**src/rtl/eprom_erase_seq_pkg.sv**
```systemverilog
package eprom_erase_seq_pkg;

    typedef enum logic [3:0] {
        ST_IDLE,
        ST_RAMP,
        ST_PULSE,
        ST_HOLD,
        ST_VSET,
        ST_VCHK,
        ST_BRAMP,
        ST_BSET,
        ST_BCHK,
        ST_PASS,
        ST_FAIL
    } seq_state_e;

    localparam logic [7:0] ERASED_BYTE = 8'hFF;

endpackage

```
**src/rtl/eprom_erase_seq_timer.sv**
```systemverilog
// Phase timer: restarts on every state change, reports the last cycle of a phase.
module eprom_erase_seq_timer #(
    parameter int unsigned TW = 8
) (
    input  logic          clk,
    input  logic          rst_n,
    input  logic          restart,
    input  logic [TW-1:0] limit,
    output logic          expired
);
    logic [TW-1:0] cnt;

    assign expired = (cnt == limit - TW'(1));

    always_ff @(posedge clk or negedge rst_n) begin
        if (!rst_n)        cnt <= '0;
        else if (restart)  cnt <= '0;
        else if (!expired) cnt <= cnt + TW'(1);
    end
endmodule

```
**src/rtl/eprom_erase_seq_walker.sv**
```systemverilog
// Address pointer shared by erase verify and blank check.
module eprom_erase_seq_walker #(
    parameter int unsigned ADDR_W = 19
) (
    input  logic              clk,
    input  logic              rst_n,
    input  logic              clear,
    input  logic              step,
    output logic [ADDR_W-1:0] ptr,
    output logic              last
);
    assign last = &ptr;

    always_ff @(posedge clk or negedge rst_n) begin
        if (!rst_n)     ptr <= '0;
        else if (clear) ptr <= '0;
        else if (step)  ptr <= ptr + ADDR_W'(1);
    end
endmodule

```
**src/rtl/eprom_erase_seq_retry.sv**
```systemverilog
// Counts failed verify rounds; flags the failure that reaches the limit.
module eprom_erase_seq_retry #(
    parameter int unsigned MAX_TRIES = 20,
    localparam int unsigned CW = $clog2(MAX_TRIES + 1)
) (
    input  logic clk,
    input  logic rst_n,
    input  logic clear,
    input  logic bump,
    output logic limit_hit
);
    logic [CW-1:0] cnt;

    assign limit_hit = (cnt == CW'(MAX_TRIES - 1));

    always_ff @(posedge clk or negedge rst_n) begin
        if (!rst_n)     cnt <= '0;
        else if (clear) cnt <= '0;
        else if (bump)  cnt <= cnt + CW'(1);
    end
endmodule

```
**src/rtl/eprom_erase_seq.sv**
```systemverilog
module eprom_erase_seq
    import eprom_erase_seq_pkg::*;
#(
    parameter int unsigned ADDR_W    = 19,
    parameter int unsigned SETUP_CYC = 200,
    parameter int unsigned PULSE_CYC = 10_000_000,
    parameter int unsigned HOLD_CYC  = 200,
    parameter int unsigned OES_CYC   = 200,
    parameter int unsigned MAX_TRIES = 20
) (
    input  logic              clk,
    input  logic              rst_n,
    input  logic              start,
    input  logic [7:0]        mem_dout,
    output logic [ADDR_W-1:0] mem_addr,
    output logic [7:0]        mem_din,
    output logic              ce_n,
    output logic              oe_n,
    output logic              vpp_hi,
    output logic              a9_hv,
    output logic              busy,
    output logic              pass,
    output logic              fail
);
    localparam int unsigned MAX_A  = (SETUP_CYC > HOLD_CYC) ? SETUP_CYC : HOLD_CYC;
    localparam int unsigned MAX_B  = (PULSE_CYC > OES_CYC) ? PULSE_CYC : OES_CYC;
    localparam int unsigned MAXCYC = (MAX_A > MAX_B) ? MAX_A : MAX_B;
    localparam int unsigned TW     = $clog2(MAXCYC + 1);

    seq_state_e        state, state_nxt;
    logic [TW-1:0]     limit;
    logic              expired, ptr_clr, ptr_step, try_clr, try_bump, limit_hit, last;
    logic [ADDR_W-1:0] ptr;
    logic              byte_ok;

    assign byte_ok = (mem_dout == ERASED_BYTE);

    eprom_erase_seq_timer #(.TW(TW)) timer_i (
        .clk(clk), .rst_n(rst_n), .restart(state_nxt != state),
        .limit(limit), .expired(expired)
    );

    eprom_erase_seq_walker #(.ADDR_W(ADDR_W)) walker_i (
        .clk(clk), .rst_n(rst_n), .clear(ptr_clr), .step(ptr_step),
        .ptr(ptr), .last(last)
    );

    eprom_erase_seq_retry #(.MAX_TRIES(MAX_TRIES)) retry_i (
        .clk(clk), .rst_n(rst_n), .clear(try_clr), .bump(try_bump),
        .limit_hit(limit_hit)
    );

    // State register
    always_ff @(posedge clk or negedge rst_n) begin
        if (!rst_n) state <= ST_IDLE;
        else        state <= state_nxt;
    end

    // Next state and phase length
    always_comb begin
        state_nxt = state;
        limit     = TW'(1);
        ptr_clr   = 1'b0;
        ptr_step  = 1'b0;
        try_clr   = 1'b0;
        try_bump  = 1'b0;
        unique case (state)
            ST_IDLE, ST_PASS, ST_FAIL: begin
                if (start) begin
                    state_nxt = ST_RAMP;
                    ptr_clr   = 1'b1;
                    try_clr   = 1'b1;
                end
            end
            ST_RAMP: begin
                limit = TW'(SETUP_CYC);
                if (expired) state_nxt = ST_PULSE;
            end
            ST_PULSE: begin
                limit = TW'(PULSE_CYC);
                if (expired) state_nxt = ST_HOLD;
            end
            ST_HOLD: begin
                limit = TW'(HOLD_CYC);
                if (expired) state_nxt = ST_VSET;
            end
            ST_VSET: begin
                limit = TW'(OES_CYC);
                if (expired) state_nxt = ST_VCHK;
            end
            ST_VCHK: begin
                if (!byte_ok) begin
                    try_bump  = 1'b1;
                    state_nxt = limit_hit ? ST_FAIL : ST_RAMP;
                end else if (last) begin
                    ptr_clr   = 1'b1;
                    state_nxt = ST_BRAMP;
                end else begin
                    ptr_step  = 1'b1;
                    state_nxt = ST_VSET;
                end
            end
            ST_BRAMP: begin
                limit = TW'(SETUP_CYC);
                if (expired) state_nxt = ST_BSET;
            end
            ST_BSET: begin
                limit = TW'(OES_CYC);
                if (expired) state_nxt = ST_BCHK;
            end
            ST_BCHK: begin
                if (!byte_ok)  state_nxt = ST_FAIL;
                else if (last) state_nxt = ST_PASS;
                else begin
                    ptr_step  = 1'b1;
                    state_nxt = ST_BSET;
                end
            end
            default: state_nxt = ST_IDLE;
        endcase
    end

    // Outputs decoded from state
    always_comb begin
        mem_addr = '0;
        mem_din  = 8'h00;
        ce_n     = 1'b1;
        oe_n     = 1'b1;
        vpp_hi   = 1'b0;
        a9_hv    = 1'b0;
        busy     = 1'b1;
        pass     = 1'b0;
        fail     = 1'b0;
        unique case (state)
            ST_IDLE: busy = 1'b0;
            ST_PASS: begin busy = 1'b0; pass = 1'b1; end
            ST_FAIL: begin busy = 1'b0; fail = 1'b1; end
            ST_RAMP, ST_HOLD: begin
                vpp_hi = 1'b1; a9_hv = 1'b1; mem_din = ERASED_BYTE;
            end
            ST_PULSE: begin
                vpp_hi = 1'b1; a9_hv = 1'b1; mem_din = ERASED_BYTE; ce_n = 1'b0;
            end
            ST_VSET, ST_VCHK: begin
                vpp_hi = 1'b1; a9_hv = 1'b1; oe_n = 1'b0; mem_addr = ptr;
            end
            ST_BRAMP: mem_addr = ptr;
            ST_BSET, ST_BCHK: begin
                ce_n = 1'b0; oe_n = 1'b0; mem_addr = ptr;
            end
            default: busy = 1'b0;
        endcase
    end
endmodule

```
**config.mk**
```make
export PLATFORM = sky130hd
export DESIGN_NAME = eprom_erase_seq
export DESIGN_NICKNAME = d
export VERILOG_FILES = /design/src/rtl/eprom_erase_seq_pkg.sv /design/src/rtl/eprom_erase_seq_timer.sv /design/src/rtl/eprom_erase_seq_walker.sv /design/src/rtl/eprom_erase_seq_retry.sv /design/src/rtl/eprom_erase_seq.sv
export SDC_FILE = /design/constraint.sdc
export NUM_CORES = 1
export LEC_CHECK = 0
export BUFFER_PORTS_ARGS = -buffer_cell sky130_fd_sc_hd__clkbuf_2
export CORE_MARGIN = 2
export CORE_UTILIZATION = 45
export DETAILED_ROUTE_END_ITERATION = 12
export SETUP_SLACK_MARGIN = 0.02
export SLEW_MARGIN = 20
export SYNTH_ARGS = -nofsm -noshare
export SYNTH_HDL_FRONTEND = slang
export SYNTH_HIERARCHICAL = 1
export SYNTH_SLANG_ARGS = --single-unit
```
**constraint.sdc**
```tcl
create_clock -name clk -period 18 [get_ports clk]
set_clock_uncertainty 0.05 [all_clocks]
set_input_delay 1.8 -clock clk [delete_from_list [all_inputs] [get_ports clk]]
set_output_delay 1.8 -clock clk [all_outputs]
set_load 0.05 [all_outputs]
```
-- Yosys cells after proc, flatten, opt, wreduce, memory -nomap -nowiden
Cells that the tools add are included.
- register bits: 52
- input port bits: 11
- output and inout bits: 34
- word-level logic and storage cells: 74
- $add $sub $neg: 4
- equal/unequal tests: 15
- muxes and demuxes: 38
- reductions and logical operators: 13
- operators by type and width (kind ; number):
    $mux 19 ; 3
    $mux 24 ; 2
    $pmux 24 s2 ; 1
    $mux 4 ; 11
    $pmux 4 s9 ; 1
    $add 24x1->24 const B ; 1
    $eq 24x24->1 ; 1
    $sub 24x1->24 const B ; 1
    $add 19x1->19 const B ; 1
    $reduce_and 19->1 ; 1
    $eq 4x3->1 const B ; 4
    $mux 1 ; 15
    $reduce_or 5->1 ; 3
    $eq 4x4->1 const B ; 3
    $mux 5 ; 2
    $reduce_or 3->1 ; 3
    $eq 4x2->1 const B ; 2
    $eq 8x8->1 const B ; 1
    $mux 8 ; 1
    $reduce_or 8->1 ; 1
    $add 5x1->5 const B ; 1
    $eq 5x5->1 const B ; 1
    $eq 4x1->1 const B ; 1
    $logic_not 4->1 ; 1
    7 further kinds ; 8

-- Longest topological paths before layout
- word-level depth: 9
- depth in mapped cells: 28
- depth with buffers taken out: 21

-- Cells and area by module
The synthesis kept the hierarchy.
- by module, submodules not included (module ; instances ; cells an instance ; area an instance (sq um) ; sequential area each (sq um)):
    eprom_erase_seq_timer ; 1 ; 295 ; 2488.6 ; 600.6
    eprom_erase_seq_walker ; 1 ; 102 ; 999.7 ; 475.5
    eprom_erase_seq ; 1 ; 127 ; 888.4 ; 100.1
    eprom_erase_seq_retry ; 1 ; 23 ; 262.8 ; 125.1

-- Worst setup path before layout
No wires, ideal clock.
- path kind: register to register
- from: reg state[3]
- to: reg timer_i.cnt[2]
- library setup time: 81 ps
- arrival: 6096 ps
- required time: 17869 ps
- setup slack: 11773 ps
- cell stages (with the launch flop): 21
- buffers on the path: 6
- period minus slack after synthesis: 6227 ps
- cell sequence: dfrtp_1 -> buf_4 -> buf_2 -> nor3_1 -> xor2_1 -> o21a_1 -> a2111oi_0 -> nand4b_1 -> or4_4 -> a2111oi_4 -> buf_6 -> buf_12 -> nand2b_1 -> a22oi_1 -> o22a_1 -> o221ai_2 -> xor2_1 -> or4b_1 -> buf_1 -> clkbuf_1 -> a21oi_1
- word-level cells in the longest chain between the ends: 9
- elaborated cells on any way between the ends: 27
- classes of those cells: add/sub: 1; eq/ne: 13; mux: 10; reduce/logical: 3
- RTL lines (what ; line ; source):
    start: declaration ; eprom_erase_seq.sv:30 ; seq_state_e state, state_nxt;
    start signal: assignment ; eprom_erase_seq.sv:56 ; else state <= state_nxt;
    $eq 4x3->1 (tied with other cells) ; eprom_erase_seq.sv:67 ; unique case (state)
    $reduce_or 5->1 (no source line) ; - ;
    $pmux 24 s2 * ; eprom_erase_seq.sv:67 ;
    net limit[10] ; eprom_erase_seq.sv:31 ; logic [TW-1:0] limit;
    $sub 24x1->24 * ; eprom_erase_seq_timer.sv:13 ; assign expired = (cnt == limit - TW'(1));
    $eq 24x24->1 * ; eprom_erase_seq_timer.sv:13 ;
    net expired ; eprom_erase_seq.sv:32 ; logic expired, ptr_clr, ptr_step, try_clr, try_bump, limit_hit, last;
    $mux 4 (tied with other cells) ; eprom_erase_seq.sv:109 ; if (expired) state_nxt = ST_BCHK;
    $pmux 4 s9 * ; eprom_erase_seq.sv:67 ;
    net state_nxt[0] ; eprom_erase_seq.sv:30 ;
    $ne 4x4->1 * ; eprom_erase_seq.sv:39 ; .clk(clk), .rst_n(rst_n), .restart(state_nxt != state),
    $ne 2x1->1 (no source line) or $mux 24 (tied branches) ; - ;
    end signal: assignment ; eprom_erase_seq_timer.sv:18 ; else if (!expired) cnt <= cnt + TW'(1);
    end: declaration ; eprom_erase_seq_timer.sv:11 ; logic [TW-1:0] cnt;
Mark *: on every way through the listed nets, which the timed path passes. The rest lies on a longest branch.
A chain may end at the register's enable or synchronous reset.

-- Worst setup path in the final report
- from: reg state[0]
- to: reg timer_i.cnt[5]
The elaborated chain is that of the path after synthesis.

==> metrics.yaml <==
outcome:
  status: "complete, no violations"
clocking:
  cts_max_level: 2
  cts_sinks: 52
  holdBufCountCts: 0
  insertion_delay_ns: 0.31
  root_buffer: "clkbuf_8"
  cts_resized: 0
  cts_tree: "yes"
  cts_buffer_depth: 2
  clk_transition_reported_paths_ns: 0.10
  postCtsSetupBuffers: 0
  cts_buffers: 5
route:
  wl_per_cell_um: 13.7
  drt-total-wl_um: 10400
  firstDrtPassIters: 4
  drtIter0Drc: 211
  num_vias: 4092
  antenna_left: 0
  routed_via_density: 5.41
  drc: 0
sta:
  max_slew_margin_pct: 36.5
  finalSetupViolations: 0
  fmax_mhz: 139
  finalSetupTns_ns: 0
  slew_viol_final: 0
  final_hold_viol_count: 0
  finalCriticalPeriod_ns: 7.20
  worst-slew-pin-transition_ns: 0.948
  layout_setup_ws_ns: 10.80
  rsz0062_at_grt: "false"
  period_share_pct: 40.0
worst_setup_path:
  critical-path-max-stage-delay_ns: 1.01
  critPathRequiredTime_ns: 18.20
  path_cells: "xor2_1 > nor2_1 > nor2_1 > inv_1 > inv_1 > ha_1 > or3b_4 > nor3b_1 > nor3_1 > or4b_1 > or4_4 > a2111oi_4 > buf_4 > nand2b_1 > a22oi_1 > o22a_1 > o221ai_2 > xor2_1 > or4b_2 > nand2b_1 > a21oi_1 > a31o_2"
  start_kind: "register"
  cpMaxStageDelayCell: "or4b_2"
  endpoint_kind: "register"
  cp.arrival_ns: 7.40
  worstSetupPathType: "register to register"
  cp_max_fo: 47
logic_synthesis:
  syn_inst: 547
  synth_top_family_by_area: "simple AND/OR/NAND/NOR gates"
  synth_fa_ha_area_share_pct: 1.08
  synth.largest_area_cell: "dfrtp_1"
  avgSynthCellArea_um2: 8.48
  synth_cell_types: 86
  synth_edf_count: 0
  synth_xor_area_share_pct: 7.71
  ys.warnings.count: 6
  yosysSeqAreaShare_pct: 28.0
  synth_compound_area_share_pct: 19.2
  netlist_top_cells_count: "52 x dfrtp_1, 44 x nor2_1, 32 x nand2_1, 27 x nand3_1, 27 x nor2b_1"
  muxShareOfSynthArea_pct: 3.29
  syn_area_um2: 4640
  synth_seq_cells: 52
  synth.most_common_cell: "dfrtp_1"
  synth_top_area_share_pct: 28.0
  async_flop_share_pct: 100
  synth_top_flop_cell: "dfrtp_1"
  synthTopCellsByArea: "dfrtp_1 28%, xnor2_1 4.2%, nor2b_1 3.6%"
  synthSimpleGateAreaFrac_pct: 33.4
floorplan:
  die_h_um: 106
  io_pins: 45
  rows: 37
  die_x_um: 106
  die-area_um2: 11100
  initial_core_util_pct: 45.6
  core_um2: 10200
placement:
  pre_cts_slack_ns: 10.89
  port_buffers: 44
  dp_hpwl_um: 7500
  place.gp.congestion: 0.906
grt:
  grt_pass1_wl_um: 18100
  grt_pass1_vias: 3849
  global_route.usage.met1_pct: 26.6
  grt_use_met2_pct: 32.9
  grt_max_degree: 53
  grtUsageTotal_pct: 19.4
  antenna_found_initial: 0
  grt_overflow: 0
  grt_busiest_layer: "met2"
  grt_use_met3_pct: 2.10
power:
  p_leak_uw: 0.00203
  netSwitchingPower_uw: 115
  comb_power_share_pct: 32.3
  powerDensity_nw_per_um2: 57.7
  p_int_uw: 180
  power_frac_clock_pct: 24.0
  power_frac_seq_pct: 43.7
  switching_share_pct: 39.0
  vdd_drop_max_v: 0.0000377
final_layout:
  antennaDiodeCount: 0
  nets: 635
  drive_gt1_share_pct: 18.8
  register_area_um2: 1300
  multiInputGateArea_um2: 3240
  fillers: 1018
  area_growth_pct: 9.92
worst_hold_path:
  hp-class: "register to register"
run:
  cap_violations: 0
==> placed cells by master (no fill, tap or decap), drive strengths merged, types with 5 or more instances in the layout <==
cell,instances
nor3,21
or4,11
o31ai,7
nand3,27
inv,13
o21ai,31
nand2b,15
and3,12
nand3b,5
nor2,45
or3,22
conb,60
xor2,18
mux2i,7
mux2,7
xnor2,22
or2,5
nand4,14
dfrtp,52
nor2b,27
nor4,11
a21oi,34
nand2,33
clkbuf,50
==> area by class of cell <==
type | count | share of cell area (%)
multi-input combinational | 500 | 63.5
sequential | 52 | 25.5
timing repair buffer | 48 | 4.91
tap | 136 | 3.34
clock buffer | 6 | 1.62
inverter | 13 | 0.957
clock inverter | 2 | 0.196
==> logic make-up after synthesis <==
kind of cell	count (synthesis)
AOI/OAI and AO/OA	117
other	1
buffers and inverters	54
adders and majority gates	4
muxes	14
and+or+nand+nor	265
DFF	52
xor gates and xnor gates	40
==> state kept, by name, indices dropped and copies added (netlist names) <==
| signal | flops |
|---|---|
| state | 4 |
| walker_i/ptr | 19 |
| retry_i/cnt | 5 |
| timer_i/cnt | 24 |
==> metal layers <==
| metal | wire length, um | up-vias |
|---|---|---|
| met4 | 181 | 0 |
| met5 | 0 | - |
| met1 | 4940 | 1936 |
| li1 | - | 2073 |
| met3 | 259 | 18 |
| met2 | 4970 | 65 |
==> power groups by stage <==
| stage | logic [uW] | clock network, uW | registers, uW |
|---|---|---|---|
| 6_report | 95.0 | 70.7 | 129 |
| 3_5_place_dp | 95.2 | 0 | 131 |
| 2_1_floorplan | 87.4 | 0 | 126 |
| 4_1_cts | 95.3 | 73.1 | 129 |
| 3_3_place_gp | 93.6 | 0 | 131 |
| 5_1_grt | 104 | 77.2 | 130 |
==> through the flow <==
step	instance area, um^2	hold WS (ns)	util, %	instances	power (uW)
floorplan	4860	0.463	-	606	213
global placement	5010	0.485	49.2	749	224
detailed placement	5010	0.512	49.2	749	226
CTS	5100	0.528	50.1	757	297
global route	5100	0.557	50.1	757	311
finish	5100	0.527	50.1	757	294
==> critical path, delay by kind of cell, from the launching register on <==
kind	cells	cell delay [ns]
AND/OR/NAND/NOR	10	3.69
AO/OA/AOI/OAI	6	1.03
flip-flops	1	0.87
buffers and inverters	3	0.81
XOR/XNOR	2	0.37
adder cells (fa/ha/maj)	1	0.29
==> path summary, 6_finish.rpt <==
kind                                  startpoint               end  slack, ns  cells past startpoint
worst max-delay path                    state[0]    timer_i/cnt[5]      10.80                     22
max in group asynchronous                  rst_n    timer_i/cnt[8]      15.88                      2
min in group asynchronous                  rst_n    retry_i/cnt[3]       1.56                      2
worst min register to register  walker_i/ptr[15]  walker_i/ptr[15]       0.53                      2
worst max register to register          state[0]    timer_i/cnt[5]      10.80                     22
worst min-delay path            walker_i/ptr[15]  walker_i/ptr[15]       0.53                      2
No activity file was read; power rests on OpenSTA's default activity.
